## src/rtl/tm_sar_pkg.sv

```systemverilog
package tm_sar_pkg;
  typedef enum logic [1:0] {
    ST_IDLE = 2'd0,
    ST_CONV = 2'd1,
    ST_RST  = 2'd2
  } sar_state_e;

  localparam logic CH_VOLT = 1'b0;
  localparam logic CH_CURR = 1'b1;
endpackage

```

## src/rtl/sar_edge.sv

```systemverilog
module sar_edge #(
  parameter bit RISE = 1'b1
) (
  input  logic clk,
  input  logic rst_n,
  input  logic lvl_i,
  output logic pulse_o
);
  logic lvl_q;

  always_ff @(posedge clk) begin
    if (!rst_n) lvl_q <= 1'b0;
    else        lvl_q <= lvl_i;
  end

  generate
    if (RISE) begin : g_rise
      assign pulse_o = lvl_i & ~lvl_q;
    end else begin : g_fall
      assign pulse_o = ~lvl_i & lvl_q;
    end
  endgenerate
endmodule

```

## src/rtl/sar_core.sv

```systemverilog
module sar_core
  import tm_sar_pkg::*;
#(
  parameter int NBITS = 4
) (
  input  logic             clk,
  input  logic             rst_n,
  input  logic             sw_rise_i,
  input  logic             sw_fall_i,
  input  logic             osc_fall_i,
  input  logic             cmp_i,
  output logic             osc_en_o,
  output logic             chan_o,
  output logic [NBITS-1:0] trial_o,
  output logic             done_o,
  output logic             sample_o,
  output logic             overrun_o
);
  localparam int STEP_W = $clog2(NBITS + 1);
  localparam logic [NBITS-1:0] MSB_ONE = {1'b1, {(NBITS-1){1'b0}}};
  localparam logic [STEP_W-1:0] LAST_STEP = STEP_W'(NBITS);

  sar_state_e        state_q;
  logic [STEP_W-1:0] step_q;
  logic              start_w;
  logic              busy_w;

  assign start_w = sw_rise_i | sw_fall_i;
  assign busy_w  = (state_q != ST_IDLE);

  // One approximation step: decide bit (NBITS-1-s), set the next lower one.
  function automatic logic [NBITS-1:0] sar_next(input logic [NBITS-1:0] t,
                                                input logic [STEP_W-1:0] s,
                                                input logic c);
    logic [NBITS-1:0] n;
    n = t;
    for (int k = 0; k < NBITS; k++) begin
      if (k == NBITS - 1 - int'(s) && c) n[k] = 1'b0;
      if (k == NBITS - 2 - int'(s))      n[k] = 1'b1;
    end
    return n;
  endfunction

  always_ff @(posedge clk) begin
    if (!rst_n) begin
      state_q   <= ST_IDLE;
      step_q    <= '0;
      osc_en_o  <= 1'b0;
      chan_o    <= CH_VOLT;
      trial_o   <= '0;
      done_o    <= 1'b0;
      sample_o  <= 1'b0;
      overrun_o <= 1'b0;
    end else begin
      done_o    <= 1'b0;
      sample_o  <= sw_rise_i;
      overrun_o <= start_w & busy_w;
      case (state_q)
        ST_IDLE: begin
          if (start_w) begin
            state_q  <= ST_CONV;
            chan_o   <= sw_fall_i ? CH_CURR : CH_VOLT;
            trial_o  <= MSB_ONE;
            step_q   <= '0;
            osc_en_o <= 1'b1;
          end
        end
        ST_CONV: begin
          if (osc_fall_i) begin
            if (step_q == LAST_STEP) begin
              state_q  <= ST_RST;
              osc_en_o <= 1'b0;
              done_o   <= 1'b1;
            end else begin
              trial_o <= sar_next(trial_o, step_q, cmp_i);
              step_q  <= step_q + 1'b1;
            end
          end
        end
        default: state_q <= ST_IDLE;
      endcase
    end
  end

  AST_RISE_STARTS_V: assert property (@(posedge clk) disable iff (!rst_n)
    (sw_rise_i && !busy_w) |=> (osc_en_o && chan_o == CH_VOLT && trial_o == MSB_ONE));
  AST_FALL_STARTS_I: assert property (@(posedge clk) disable iff (!rst_n)
    (sw_fall_i && !busy_w) |=> (osc_en_o && chan_o == CH_CURR && trial_o == MSB_ONE));
  AST_REF_STABLE: assert property (@(posedge clk) disable iff (!rst_n)
    (osc_en_o && $past(osc_en_o)) |-> $stable(chan_o));
  AST_DONE_DROPS_EN: assert property (@(posedge clk) disable iff (!rst_n)
    done_o |-> (!osc_en_o && $past(osc_en_o)));
  AST_OVR_ONLY_BUSY: assert property (@(posedge clk) disable iff (!rst_n)
    overrun_o |-> $past(busy_w));
  AST_BUSY_IGNORES: assert property (@(posedge clk) disable iff (!rst_n)
    (start_w && busy_w) |=> $stable(chan_o));
endmodule

```

## src/rtl/sar_router.sv

```systemverilog
module sar_router #(
  parameter int NBITS = 4,
  parameter int NCH   = 2
) (
  input  logic             clk,
  input  logic             rst_n,
  input  logic             done_i,
  input  logic             chan_i,
  input  logic [NBITS-1:0] code_i,
  output logic [NBITS-1:0] res_o [NCH],
  output logic             vld_o [NCH]
);
  for (genvar g = 0; g < NCH; g++) begin : g_ch
    logic hit_w;
    assign hit_w = done_i && (int'(chan_i) == g);
    always_ff @(posedge clk) begin
      if (!rst_n) begin
        res_o[g] <= '0;
        vld_o[g] <= 1'b0;
      end else begin
        vld_o[g] <= hit_w;
        if (hit_w) res_o[g] <= code_i;
      end
    end
  end

  AST_VLD_EXCL: assert property (@(posedge clk) disable iff (!rst_n)
    !(vld_o[0] && vld_o[1]));
endmodule

```

## src/rtl/tm_sar_ctrl.sv

```systemverilog
module tm_sar_ctrl #(
  parameter int NBITS = 4
) (
  input  logic             clk,
  input  logic             rst_n,
  input  logic             sw_clk_i,
  input  logic             osc_clk_i,
  input  logic             cmp_i,
  output logic             osc_en_o,
  output logic             ref_sel_o,
  output logic [NBITS-1:0] trial_o,
  output logic             sample_o,
  output logic [NBITS-1:0] verr_o,
  output logic             verr_vld_o,
  output logic [NBITS-1:0] isamp_o,
  output logic             isamp_vld_o,
  output logic             overrun_o
);
  localparam int NCH = 2;

  logic             sw_rise_w;
  logic             sw_fall_w;
  logic             osc_fall_w;
  logic             done_w;
  logic [NBITS-1:0] res_w [NCH];
  logic             vld_w [NCH];

  sar_edge #(.RISE(1'b1)) u_sw_rise (
    .clk(clk), .rst_n(rst_n), .lvl_i(sw_clk_i), .pulse_o(sw_rise_w));
  sar_edge #(.RISE(1'b0)) u_sw_fall (
    .clk(clk), .rst_n(rst_n), .lvl_i(sw_clk_i), .pulse_o(sw_fall_w));
  sar_edge #(.RISE(1'b0)) u_osc_fall (
    .clk(clk), .rst_n(rst_n), .lvl_i(osc_clk_i), .pulse_o(osc_fall_w));

  sar_core #(.NBITS(NBITS)) u_core (
    .clk       (clk),
    .rst_n     (rst_n),
    .sw_rise_i (sw_rise_w),
    .sw_fall_i (sw_fall_w),
    .osc_fall_i(osc_fall_w),
    .cmp_i     (cmp_i),
    .osc_en_o  (osc_en_o),
    .chan_o    (ref_sel_o),
    .trial_o   (trial_o),
    .done_o    (done_w),
    .sample_o  (sample_o),
    .overrun_o (overrun_o)
  );

  sar_router #(.NBITS(NBITS), .NCH(NCH)) u_router (
    .clk   (clk),
    .rst_n (rst_n),
    .done_i(done_w),
    .chan_i(ref_sel_o),
    .code_i(trial_o),
    .res_o (res_w),
    .vld_o (vld_w)
  );

  assign verr_o      = res_w[0];
  assign verr_vld_o  = vld_w[0];
  assign isamp_o     = res_w[1];
  assign isamp_vld_o = vld_w[1];

  AST_SAMPLE_ON_RISE: assert property (@(posedge clk) disable iff (!rst_n)
    sample_o |-> $past(sw_rise_w));
endmodule

```

## config.mk

```make
export PLATFORM = sky130hd
export DESIGN_NAME = tm_sar_ctrl
export DESIGN_NICKNAME = d
export VERILOG_FILES = /design/src/rtl/tm_sar_pkg.sv /design/src/rtl/sar_edge.sv /design/src/rtl/sar_core.sv /design/src/rtl/sar_router.sv /design/src/rtl/tm_sar_ctrl.sv
export SDC_FILE = /design/constraint.sdc
export NUM_CORES = 1
export LEC_CHECK = 0
export BUFFER_PORTS_ARGS = -buffer_cell sky130_fd_sc_hd__buf_4
export CORE_MARGIN = 2
export CORE_UTILIZATION = 35
export CTS_CLUSTER_DIAMETER = 120
export DETAILED_ROUTE_END_ITERATION = 8
export HOLD_SLACK_MARGIN = 0.15
export SYNTH_ARGS = -nofsm -noshare
export SYNTH_HDL_FRONTEND = slang
export SYNTH_SLANG_ARGS = --single-unit
export TNS_END_PERCENT = 50
```

## constraint.sdc

```tcl
create_clock -name clk -period 1.6 [get_ports clk]
set_input_delay 0.08 -clock clk [delete_from_list [all_inputs] [get_ports clk]]
set_output_delay 0.08 -clock clk [all_outputs]
set_load 0.03 [all_outputs]
```

; Word level (Yosys, flattened, before mapping)
; Index checks and enable logic that the tools add are counted.
[totals]
n_memories = 0
inputBits = 5
ram_bits = 0
rom_bits = 0
word_cells = 91
regBits = 26
latch_bits = 0
[classes]
n_addsub = 3
eq_ne = 16
n_bitwise = 9
n_shift = 0
div_mod_pow = 0
n_lt_le_gt_ge = 0
multipliers = 0
n_reduce_logical = 20
muxes = 26
[op_table]
columns = cell, count
row1 = "3-bit by 32-bit equality test with 1-bit output, first input constant", 4
row2 = "2-bit by 32-bit equality test with 1-bit output, first input constant", 2
row3 = 32-bit logical NOT, 2
row4 = 5-bit AND reduction, 4
row5 = 1-bit 2-to-1 mux, 13
row6 = 4-bit 2-to-1 mux, 3
row7 = "3-bit by 1-bit inequality test with 1-bit output, second input constant", 4
row8 = 3-bit 2-to-1 mux, 3
row9 = 4-bit case mux with 2 select lines, 1
row10 = 4-bit AND reduction, 2
row11 = "2-bit by 3-bit subtractor with 4-bit output, first input constant", 2
row12 = 1-bit logical AND, 6
row13 = 2-bit 2-to-1 mux, 3
row14 = 3-bit case mux with 2 select lines, 1
row15 = 3-bit AND reduction, 2
row16 = 1-bit AND, 4
row17 = "2-bit by 1-bit inequality test with 1-bit output, second input constant", 2
row18 = "2-bit inequality test, second input constant", 2
row19 = 1-bit inverter, 4
row20 = 2-bit case mux with 2 select lines, 1
row21 = 2-bit nonzero test, 2
row22 = "3-bit by 1-bit adder with 3-bit output, second input constant", 1
row23 = "3-bit equality test, second input constant", 1
row24 = "2-bit by 1-bit equality test with 1-bit output, second input constant", 1
row25 = 4 further kinds, 4

; Logic depth before layout (Yosys ltp)
; Gate-level depths: netlist (run 1).
[logic_depth]
ltp_word = 8
ltp_mapped = 6
depth_no_buf = 6

; By module
; Synthesis (run 1) repeated with hierarchy kept, for this count alone.
[hier_totals]
cells_unflattened = 127
area_unflattened_um2 = 1248.7
[modules_own_cells]
columns = mod, cells_per_inst, area_per_inst_um2, n_inst, seq_area_each_um2
row1 = sar_core, 80, 749.5, 1, 280.3
row2 = sar_router, 38, 386.6, 1, 200.2
row3 = sar_edge (u_osc_fall ...), 3, 36.3, 2, 20.0
row4 = sar_edge (u_sw_rise), 3, 40.0, 1, 20.0

; Worst setup path after synthesis (run 1)
; Ideal clock, no wire load.
[synth_path]
path_type = register to register
startpoint = register u_sw_fall.lvl_q
endpoint = register u_core.trial_o[0]
n_path_buf = 0
stages_incl_launch_ff = 6
required_ns = 1.480
setup_ns = 0.120
arrival_time_ns = 1.221
period_less_slack_ns = 1.341
path_slack_ns = 0.259
path_cell_list = dfxtp_1 -> ha_1 -> nor3_2 -> o21ai_4 -> o211ai_1 -> nand2_1
[synth_between]
elab_chain_len = 5
word_cells_on_any_way = 6
cone_classes = eq/ne: 1 / bitwise: 4 / reduce/logical: 1
[synth_lines]
columns = element, line
row1 = start: declaration, sar_edge.sv:9  ; logic lvl_q;
row2 = start signal: assignment, sar_edge.sv:13  ; else lvl_q <= lvl_i;
row3 = 1-bit inverter, --
row4 = 1-bit AND, --
row5 = 1-bit bitwise OR (*), sar_core.sv:28  ; assign start_w = sw_rise_i | sw_fall_i;
row6 = 2-bit by 1-bit inequality test with 1-bit output (no line) (*), --
row7 = 5-bit AND reduction (no line) (*), --
row8 = end signal: assignment, sar_core.sv:75  ; trial_o <= sar_next(trial_o, step_q, cmp_i);
row9 = end: declaration, sar_core.sv:14  ; output logic [NBITS-1:0] trial_o,
; Mark *: on every way between the ends. The rest lies on a longest branch, timed or not.
; A chain may end at the register's enable or synchronous reset.

; Worst setup path in the final report (run 1)
[layout_path]
startpoint = register u_sw_fall.lvl_q
endpoint = register u_core.step_q[1]
[layout_between]
elab_chain_len = 5
word_cells_on_any_way = 6
cone_classes = eq/ne: 1 / bitwise: 4 / reduce/logical: 1
[layout_lines]
columns = element, line
row1 = 1-bit inverter, --
row2 = 1-bit AND, --
row3 = 1-bit bitwise OR (*), sar_core.sv:28
row4 = 2-bit by 1-bit inequality test with 1-bit output (no line) (*), --
row5 = 4-bit AND reduction (no line) (*), --
row6 = end signal: assignment, sar_core.sv:76  ; step_q <= step_q + 1'b1;
row7 = end: declaration, sar_core.sv:24  ; logic [STEP_W-1:0] step_q;
; Marked as above.

==> qor.yml, run 1 <==
sta:
  setup_viol: 0
  drv_slew: 0
  fin_crit_sh: 0.943
  skew_ns: 0.00181
  final_hold_viol_count: 0
  setup-tns-final_ns: 0
  worst_pin_slew_ns: 0.410
  fmax_mhz: 663
  relSlewSlack: 0.725
  fin_crit_ns: 1.51
  worst_slack_ns: 0.0918
  hold_slack_ns: 0.215
  rsz0062_at_grt: "no"
cells_and_area:
  n_antenna_cell: 0
  area_growth_pct: 27.2
  num-nets-final: 161
  stdcell_count: 180
  layout-drive-gt1-share: 0.231
worst_setup_path:
  cp_data_arrival_time_ns: 1.73
  cp.required_ns: 1.82
  rrSetupSlack_ns: 0.09
  r2r_end: "u_core.step_q[1]$_SDFFE_PN0P_"
  cp_max_fo: 8
  worst_setup_path_start_kind: "register"
  path_class: "register to register"
  r2r-start: "u_sw_fall.lvl_q$_SDFF_PN0_"
  rr_worst_depth: 5
  endpoint_kind: "register"
power_and_ir_drop:
  max-vdd-ir-drop_mv: 0.218
  p_sw_frac: 0.243
  internal_power_mw: 0.864
  power_frac_comb: 0.123
  p_leak_nw: 0.628
  powerDensity_nw_per_um2: 820
  clockPowerShare: 0.282
  pwr-share-seq: 0.594
  net-switching-power_mw: 0.278
  p_total_mw: 1.14
min_path:
  hp-class: "primary input to register"
  holdPathStages: 4
  hold_path_end: "u_core.overrun_o$_SDFF_PN0_"
  min_from: "sw_clk_i"
status:
  outcome: "finished, final reports clean"
floorplanning:
  start_util: 0.365
  rows: 20
  die-area_um2: 3590
  core_area_um2: 3000
  pin_count: 23
  chipHeight_um: 59.9
  die_x_um: 59.9
routing:
  routed_wl_mm: 2.12
  drc: 0
  dr.pass1.iters: 4
  vias: 886
  drt_iter0_markers: 10
  viasPerCell: 4.92
  ant_nets: 0
  wl_per_cell_um: 11.8
cts:
  clk_pin_slew_ns: 0.13
  clockBufferDepth: 2
  cts_tree: "yes"
  cts_setup_buffers: 0
  root_buffer: "clkbuf_4"
  cts_htree_levels: 1
  clk_latency_ns: 0.31
  clock-sinks: 26
  numCtsBuffers: 3
yosys:
  synthFlopType: "dfxtp_1"
  syn_avg_cell_area_um2: 9.28
  synth.cell_area_um2: 1090
  ys_seq_area_frac: 0.475
  async_reset_ff_frac: 0
  synth_seq_cells: 26
  syn_inst: 118
  synth.distinct_cells: 28
  synth_edf_count: 0
  synth_fp_nets: 131
  ys_warn_count: 0
placement:
  io_buffer_count: 22
  place.gp.congestion: 0.755
  post-place-cells: 170
  dpl_worst_slack_ns: 0.129
  hpwl_mm: 1.55
job:
  drv_cap: 0
global_route:
  grt_pass1_vias: 833
  grt_first_pass_wirelength_mm: 3.52
  globalRouteOverflowTotal: 0
  grt_use_total: 0.130
  antenna_found_initial: 0
  grt_max_degree: 15
[per-stage QoR]
stage / instance area (um^2) / utilization
6_report: 1390 / 0.464
5_1_grt: 1390 / 0.464
4_1_cts: 1390 / 0.463
3_5_place_dp: 1290 / 0.431
3_3_place_gp: 1290 / 0.431
2_1_floorplan: 1090 / -
[placed cells by master, fill, tap and decap left out, types with 2 or more instances in the layout]
cell type      synthesis  final
dfxtp_1               26     25
buf_4                  0     24
nand2_1               15     15
nor2_1                14     14
a21oi_1               10     10
ha_1                   8      8
nand3_1                7      7
dlygate4sd3_1          0      6
inv_1                  5      5
mux2i_1                5      5
o211ai_1               4      4
clkbuf_4               0      3
and2_1                 2      2
nand2b_1               2      2
nor3_1                 2      2
[sequential cells by signal, summed over array words and instances (netlist names)]
name,flops
u_core.chan_o,1
u_core.overrun_o,1
u_core.step_q,3
u_router.res_o,8
u_core.state_q,2
u_core.osc_en_o,1
u_core.sample_o,1
u_core.trial_o,4
u_osc_fall.lvl_q,1
u_router.vld_o,2
u_core.done_o,1
u_sw_fall.lvl_q,1
[what timing repair did]
| item | CTS | global route |
|---|---|---|
| endpoints found under the setup margin | 0 | 4 |
| gates resized for setup | 0 | 1 |
| endpoints found under the hold margin | 12 | 0 |
| hold buffers | 6 | 0 |
[power by group through the flow]
stage               clock [mW]  combinational [mW]  sequential (mW)
finish                   0.322               0.141            0.679
global route             0.366               0.154            0.682
CTS                      0.338               0.142            0.679
detailed placement           0               0.130            0.693
global placement             0               0.129            0.693
floorplan                    0              0.0694            0.710
[per-layer routing]
layer	up-vias	track usage	routed length [um]
met3	5	0.0260	62
li1	461	-	-
met4	0	0.0571	34
met2	12	0.217	985
met1	408	0.160	1030
met5	-	0	0
[worst max-delay path: stages, from the launching register on]
cell     delay (ns)
dfxtp_1        0.34
ha_1           0.31
nor3_2         0.34
o21ai_4        0.14
a32oi_1        0.22
nor2_1         0.06
[area by class of cell]
cell class	instances	area, um^2
fillers	282	1610
repair buffers	30	240
flip-flops and latches	26	522
multi-input cells	81	531
clock buffers	4	36.3
well taps	33	41.3
inverters	6	22.5
[synth_stat cells, types with 2 or more instances]
| cell | n | share of area |
|---|---|---|
| nor3_1 | 2 | 0.0091 |
| inv_1 | 5 | 0.017 |
| dfxtp_1 | 26 | 0.48 |
| nor2_1 | 14 | 0.048 |
| nand2_1 | 15 | 0.051 |
| and2_1 | 2 | 0.011 |
| clkbuf_1 | 3 | 0.010 |
| a21oi_1 | 10 | 0.046 |
| ha_1 | 8 | 0.091 |
| nand2b_1 | 2 | 0.011 |
| o211ai_1 | 4 | 0.027 |
| nand3_1 | 7 | 0.032 |
| mux2i_1 | 5 | 0.046 |
[worst max-delay path by stage]
stage / slack [ns] / start / cells past startpoint / to
CTS: 0.10 / u_sw_fall.lvl_q$_SDFF_PN0_ / 5 / u_core.trial_o[0]$_SDFFE_PN0P_
global route: 0.003 / u_sw_fall.lvl_q$_SDFF_PN0_ / 5 / u_core.trial_o[1]$_SDFFE_PN0P_
floorplan: 0.26 / u_sw_fall.lvl_q$_SDFF_PN0_ / 5 / u_core.trial_o[0]$_SDFFE_PN0P_
global placement: 0.16 / u_core.step_q[0]$_SDFFE_PN0P_ / 6 / u_core.trial_o[1]$_SDFFE_PN0P_
finish: 0.09 / u_sw_fall.lvl_q$_SDFF_PN0_ / 5 / u_core.step_q[1]$_SDFFE_PN0P_
detailed placement: 0.13 / u_sw_fall.lvl_q$_SDFF_PN0_ / 5 / u_core.trial_o[0]$_SDFFE_PN0P_
[kinds of logic (layout without fill, tap and decap cells)]
logic type	count (synthesis)	count (layout)	share of synthesized area
adder cells (fa/ha/maj)	8	8	0.0914
flip-flops	26	26	0.475
AO/OA/AOI/OAI	20	20	0.134
multiplexers	5	5	0.0457
buffers and inverters	11	40	0.0400
AND/OR/NAND/NOR	48	48	0.214
Power figures use the tool's default switching activity.
==> run 2: changes to the inputs <==
Settings changed: CTS_BUF_LIST set to sky130_fd_sc_hd__clkbuf_4 sky130_fd_sc_hd__clkbuf_8, SYNTH_HIERARCHICAL set to 1.
Clock period 1.6 ns to 1.48 ns, I/O delays scaled along.
==> run 2 against run 1 <==
Routed wire length increased by 18%; global-route usage decreased by 0.75 points; clock power decreased by 1%; sequential share of layout area decreased by 3.5 points; largest cell class unchanged; highest routed layer unchanged.
==> qor.yml, run 2 <==
yosys:
  synth.cell_area_um2: 1250  # was 1090 um^2
  synth_fp_nets: 139  # was 131
  yosysTopAreaCellShare: 0.433  # was 0.475
  synth_top_cell_by_area: "dfxtp_1"  # unchanged
  synth_edf_count: 0  # unchanged
  synthFlopType: "dfxtp_1"  # unchanged
  ys_seq_area_frac: 0.433  # was 0.475
  async_reset_ff_frac: 0  # unchanged
  syn_avg_cell_area_um2: 9.83  # was 9.28 um^2
  synth.area.top_cells: "dfxtp_1 (43%), mux2i_1 (8.0%), ha_1 (7.0%), nand2_1 (6.0%), buf_6 (2.7%)"  # was dfxtp_1 (48%), ha_1 (9.1%), nand2_1 (5.1%), nor2_1 (4.8%), a21oi_1 (4.6%)
  synth_seq_cells: 27  # was 26
  synth.distinct_cells: 34  # was 28
  post-synth-top-count-cell: "dfxtp_1"  # unchanged
  syn_inst: 127  # was 118
  ys_warn_count: 6  # was 0
  yosys-top-cells-count: "dfxtp_1 (27), nand2_1 (20), mux2i_1 (10)"  # was dfxtp_1 (26), nand2_1 (15), nor2_1 (14)
global_route:
  grt_use_total: 0.122  # was 0.130
  grt_pass1_vias: 886  # was 833
  grt_max_degree: 24  # was 15
  grt_first_pass_wirelength_mm: 3.98  # was 3.52 mm
  globalRouteOverflowTotal: 0  # unchanged
  antenna_found_initial: 0  # unchanged
power_and_ir_drop:
  internal_power_mw: 0.921  # was 0.864 mW
  p_total_mw: 1.25  # was 1.14 mW
  power_frac_comb: 0.136  # was 0.123
  p_sw_frac: 0.261  # was 0.243
  net-switching-power_mw: 0.326  # was 0.278 mW
  powerDensity_nw_per_um2: 779  # was 820 nW/um^2
  p_leak_nw: 0.675  # was 0.628 nW
  max-vdd-ir-drop_mv: 0.291  # was 0.218 mV
  clockPowerShare: 0.255  # was 0.282
  pwr-share-seq: 0.609  # was 0.594
sta:
  final_hold_viol_count: 0  # unchanged
  hold_slack_ns: 0.170  # was 0.215 ns
  worst_slack_ns: 0.0518  # was 0.0918 ns
  fin_crit_ns: 1.43  # was 1.51 ns
  worst_pin_slew_ns: 0.390  # was 0.410 ns
  setup-tns-final_ns: 0  # unchanged
  drv_slew: 0  # unchanged
  fmax_mhz: 700  # was 663 MHz
  relSlewSlack: 0.739  # was 0.725
  setup_viol: 0  # unchanged
  skew_ns: 0.00268  # was 0.00181 ns
  fin_crit_sh: 0.965  # was 0.943
floorplanning:
  start_util: 0.368  # was 0.365
  chipHeight_um: 63.7  # was 59.9 um
  rows: 21  # was 20
  die_x_um: 63.7  # was 59.9 um
  die-area_um2: 4060  # was 3590 um^2
  core_area_um2: 3390  # was 3000 um^2
  pin_count: 23  # unchanged
cts:
  clk_pin_slew_ns: 0.14  # was 0.13 ns
  clockBufferDepth: 2  # unchanged
  clock-sinks: 27  # was 26
  root_buffer: "clkbuf_4"  # unchanged
  numCtsBuffers: 3  # unchanged
  cts_tree: "yes"  # unchanged
  clk_latency_ns: 0.32  # was 0.31 ns
  cts_htree_levels: 1  # unchanged
cells_and_area:
  final_util: 0.472  # was 0.464
  layout_commonest_cell: "buf_4"  # was dfxtp_1
  num-nets-final: 173  # was 161
  layout-drive-gt1-share: 0.344  # was 0.231
  n_antenna_cell: 0  # unchanged
  area_growth_pct: 28.2  # was 27.2%
  top_register: "u_router/res_o"  # was u_router.res_o
  layout_common_cells: "buf_4 (29), dfxtp_1 (25), nand2_1 (20)"  # was dfxtp_1 (25), buf_4 (24), nand2_1 (15)
  stdcell_count: 206  # was 180
  reg_top3: "u_router/res_o: 8 flops, u_core/trial_o: 4 flops, u_core/step_q: 3 flops"  # was u_router.res_o: 8 flops, u_core.trial_o: 4 flops, u_core.step_q: 3 flops
  final_area_um2: 1600  # was 1390 um^2
  largest_reg_flops: 8  # unchanged
job:
  drv_cap: 0  # unchanged
worst_setup_path:
  cp_data_arrival_time_ns: 1.66  # was 1.73 ns
  crit_chain: "buf_4 > a211oi_4 > a221oi_1 > o211ai_1 > nand2_1"  # was ha_1 > nor3_2 > o21ai_4 > a32oi_1 > nor2_1
  cp_slowest_stage_delay_ns: 0.41  # was 0.34 ns
  endpoint_kind: "register"  # unchanged
  worst_setup_path_start_kind: "register"  # unchanged
  cp_max_fo: 7  # was 8
  path_buf_inv: 1  # was 0
  critPathTopFamily: "compound AO/OA/AOI/OAI gates"  # was simple AND/OR/NAND/NOR gates
  path_class: "register to register"  # unchanged
  cp.required_ns: 1.71  # was 1.82 ns
  slowest_stage: "a211oi_4"  # was dfxtp_1
routing:
  vias: 995  # was 886
  wl_per_cell_um: 12.2  # was 11.8 um
  drc: 0  # unchanged
  routed_wl_mm: 2.51  # was 2.12 mm
  viasPerCell: 4.83  # was 4.92
  dr.pass1.iters: 4  # unchanged
  drt_iter0_markers: 37  # was 10
  ant_nets: 0  # unchanged
placement:
  hpwl_mm: 1.78  # was 1.55 mm
  post-place-cells: 195  # was 170
  dpl_worst_slack_ns: 0.0570  # was 0.129 ns
  placed_cell_area_um2: 1470  # was 1290 um^2
  io_buffer_count: 22  # unchanged
  place.gp.congestion: 0.836  # was 0.755
status:
  outcome: "finished, final reports clean"  # unchanged
min_path:
  hp-class: "primary input to register"  # unchanged
run 2: final cells by class:
| type | count | area [um^2] |
|---|---|---|
| clock buffer | 3 | 22.5 |
| clock inverter | 1 | 5.00 |
| fill | 328 | 1790 |
| inverter | 5 | 18.8 |
| multi-input combinational | 91 | 696 |
| sequential | 27 | 543 |
| tap | 46 | 57.6 |
| timing repair buffer | 33 | 258 |
run 2: tightest hold or removal path, stage by stage:
cell and delay (ns):
buf_4 0.09, a221oi_2 0.05, o211ai_1 0.19, nand2_1 0.06
run 2: worst paths after layout:
path	start	endpoint	slack, ns	cells after the start
worst max-delay path	u_core/step_q[0]$_SDFFE_PN0P_	u_core/trial_o[2]$_SDFFE_PN0P_	0.05	5
worst min-delay path	cmp_i	u_core/trial_o[0]$_SDFFE_PN0P_	0.17	4
worst max register to register	u_core/step_q[0]$_SDFFE_PN0P_	u_core/trial_o[2]$_SDFFE_PN0P_	0.05	5
worst min register to register	u_router/res_o[1]$_SDFFE_PN0P_	u_router/res_o[1]$_SDFFE_PN0P_	0.47	2
run 2: kinds of logic (layout without fill, tap and decap cells):
logic type,Yosys count,after routing,share of synthesized area
AOI/OAI and AO/OA,19,19,0.134
adders and majority gates,7,7,0.0701
buffers and inverters,9,42,0.0451
DFF,27,27,0.433
muxes,11,11,0.0892
and+or+nand+nor,54,54,0.228
run 2: timing repair:
action,CTS,global route
endpoints found under the setup margin,0,6
hold buffers,4,0
resized for setup,0,8
buffers inserted,0,3
endpoints found under the hold margin,15,0
run 2: routing by layer:
layer	track usage	vias up	share of wire
met5	0	-	0
met4	0.0408	0	0.0056
met3	0.0158	2	0.040
met2	0.222	25	0.50
met1	0.148	466	0.45
li1	-	502	-
run 2: power by group through the flow:
stage | Clock, mW | Combinational, mW | Sequential (mW)
finish | 0.318 | 0.170 | 0.760
global route | 0.362 | 0.184 | 0.762
CTS | 0.335 | 0.161 | 0.761
detailed placement | 0 | 0.153 | 0.776
global placement | 0 | 0.150 | 0.775
floorplan | 0 | 0.0854 | 0.795
==> run 3: changes to the inputs <==
Settings changed: CORE_MARGIN 2 to 1.5, CTS_CLUSTER_SIZE set to 20, MAX_ROUTING_LAYER set to met4.
==> run 3 against run 2 <==
Via count shrank 4.3%; first-iteration DRC count grew 5.4%; total power grew 0.96%; utilization shrank 0.52 points; clock power grew 4%; fmax grew 0.19%; count of clock-buffer cells in the layout grew 1; non-clock buffer count is the same; global-route usage grew 1.2 points.
==> qor.yml, run 3 (same netlist as run 2, synthesis figures left out) <==
sta:
  fin_crit_ns: 1.43  # about the same
  worst_pin_slew_ns: 0.366  # was 0.390 ns
  drv_slew: 0  # unchanged
  setup_viol: 0  # unchanged
  relSlewSlack: 0.755  # was 0.739
  rsz0062_at_grt: "yes"
  fmax_mhz: 701  # was 700 MHz
  final_hold_viol_count: 0  # unchanged
  skew_ns: 0.00469  # was 0.00268 ns
  fin_crit_sh: 0.963  # was 0.965
cells_and_area:
  final_util: 0.467  # was 0.472
  num-nets-final: 173  # unchanged
  fill_cells: 324  # was 328
  layout-drive-gt1-share: 0.313  # was 0.344
  area_growth_pct: 26.8  # was 28.2%
  layout_commonest_cell: "buf_4"  # unchanged
  layout_common_cells: "buf_4 (28), dfxtp_1 (26), nand2_1 (20)"  # was buf_4 (29), dfxtp_1 (25), nand2_1 (20)
  top_register: "u_router/res_o"  # unchanged
  reg_top3: "u_router/res_o: 8 flops, u_core/trial_o: 4 flops, u_core/step_q: 3 flops"  # unchanged
  stdcell_count: 206  # unchanged
  final_area_um2: 1580  # was 1600 um^2
  n_antenna_cell: 0  # unchanged
  largest_reg_flops: 8  # unchanged
cts:
  clockBufferDepth: 2  # unchanged
  cts_htree_levels: 1  # unchanged
  cts_tree: "yes"  # unchanged
  numCtsBuffers: 3  # unchanged
  root_buffer: "clkbuf_4"  # unchanged
  clk_pin_slew_ns: 0.14  # about the same
  clock-sinks: 27  # unchanged
  clk_latency_ns: 0.31  # was 0.32 ns
floorplanning:
  chipHeight_um: 62.7  # was 63.7 um
  die_x_um: 62.7  # was 63.7 um
  rows: 21  # unchanged
  start_util: 0.368  # unchanged
  pin_count: 23  # unchanged
  core_area_um2: 3390  # unchanged
  die-area_um2: 3940  # was 4060 um^2
placement:
  post-place-cells: 196  # was 195
  hpwl_mm: 1.82  # was 1.78 mm
  placed_cell_area_um2: 1480  # was 1470 um^2
  io_buffer_count: 22  # unchanged
  place.gp.congestion: 0.852  # was 0.836
power_and_ir_drop:
  pwr-share-seq: 0.603  # was 0.609
  p_sw_frac: 0.248  # was 0.261
  clockPowerShare: 0.262  # was 0.255
  power_frac_comb: 0.135  # was 0.136
  p_total_mw: 1.26  # was 1.25 mW
  powerDensity_nw_per_um2: 796  # was 779 nW/um^2
  max-vdd-ir-drop_mv: 0.389  # was 0.291 mV
  p_leak_nw: 0.673  # was 0.675 nW
  internal_power_mw: 0.946  # was 0.921 mW
  net-switching-power_mw: 0.313  # was 0.326 mW
worst_setup_path:
  rrSetupSlack_ns: 0.05  # about the same
  path_class: "register to register"  # unchanged
  endpoint_kind: "register"  # unchanged
  worst_setup_path_start_kind: "register"  # unchanged
  cp_max_fo: 5  # was 7
  cp_data_arrival_time_ns: 1.70  # was 1.66 ns
  cp.required_ns: 1.75  # was 1.71 ns
global_route:
  grt_first_pass_wirelength_mm: 4.15  # was 3.98 mm
  grt_use_total: 0.134  # was 0.122
  antenna_found_initial: 0  # unchanged
  grt_max_degree: 24  # unchanged
  globalRouteOverflowTotal: 0  # unchanged
  grt_pass1_vias: 944  # was 886
routing:
  drt_iter0_markers: 39  # was 37
  viasPerCell: 4.62  # was 4.83
  dr.pass1.iters: 4  # unchanged
  ant_nets: 0  # unchanged
  wl_per_cell_um: 11.8  # was 12.2 um
  routed_wl_mm: 2.42  # was 2.51 mm
  drc: 0  # unchanged
  vias: 952  # was 995
status:
  outcome: "finished, final reports clean"  # unchanged
job:
  drv_cap: 0  # unchanged
min_path:
  hp-class: "primary input to register"  # unchanged
run 3: cell count changes in the layout (fill, tap and decap cells not counted), sizes merged:
cell / before / now
clkbuf: 3 / 4
buf: 29 / 28
dlygate4sd3: 4 / 5
clkinv: 1 / 0
run 3: worst max-delay path, cell delays in order, from the launching register on:
cell,delay [ns]
dfxtp_2,0.35
buf_4,0.16
ha_1,0.23
ha_1,0.19
a221oi_1,0.26
o211ai_1,0.12
nand2_1,0.08
run 3: power by group through the flow:
stage | sequential, mW | combinational (mW) | clock [mW]
2_1_floorplan | 0.795 | 0.0854 | 0
3_3_place_gp | 0.775 | 0.151 | 0
3_5_place_dp | 0.776 | 0.152 | 0
4_1_cts | 0.760 | 0.164 | 0.343
5_1_grt | 0.764 | 0.185 | 0.367
6_report | 0.760 | 0.170 | 0.330
run 3: repair_timing:
action / in CTS / in global routing
hold buffers: 5 / 0
endpoints found under the setup margin: 0 / 6
resized for setup: 0 / 3
endpoints found under the hold margin: 15 / 0
setup buffers: 0 / 1
run 3: stage by stage:
| step | worst slack [ns] | setup TNS (ns) | hold slack (ns) |
|---|---|---|---|
| after floorplan | 0.0244 | 0 | 0.196 |
| after global placement | 0.0602 | 0 | 0.298 |
| after detailed placement | 0.0698 | 0 | 0.300 |
| after CTS | 0.0418 | 0 | 0.244 |
| after global routing | -0.0111 | -0.0160 | 0.264 |
| final | 0.0545 | 0 | 0.265 |
run 3: layout make-up:
cell class / instances / area (um^2) / area share
clock buffers: 4 / 30.0 / 0.0190
inverters: 5 / 18.8 / 0.0119
flip-flops and latches: 27 / 542 / 0.342
repair buffers: 33 / 260 / 0.164
well taps: 46 / 57.6 / 0.0364
multi-input cells: 91 / 674 / 0.426
run 3: final timing paths:
path,to,depth (start not counted),startpoint
hold reg to reg,u_router/res_o[6]$_SDFFE_PN0P_,2,u_router/res_o[6]$_SDFFE_PN0P_
setup reg to reg,u_core/trial_o[0]$_SDFFE_PN0P_,6,u_core/step_q[0]$_SDFFE_PN0P_
setup / recovery,u_core/trial_o[0]$_SDFFE_PN0P_,6,u_core/step_q[0]$_SDFFE_PN0P_
hold / removal,u_core/chan_o$_SDFFE_PN0P_,4,sw_clk_i
run 3: routing by layer:
| layer | vias to the layer above | routed length, um | GRT usage |
|---|---|---|---|
| met3 | 2 | 72 | 0.0234 |
| met1 | 435 | 1120 | 0.155 |
| met2 | 13 | 1220 | 0.230 |
| met4 | 0 | 14 | 0.0528 |
| met5 | - | 0 | - |
| li1 | 502 | - | - |
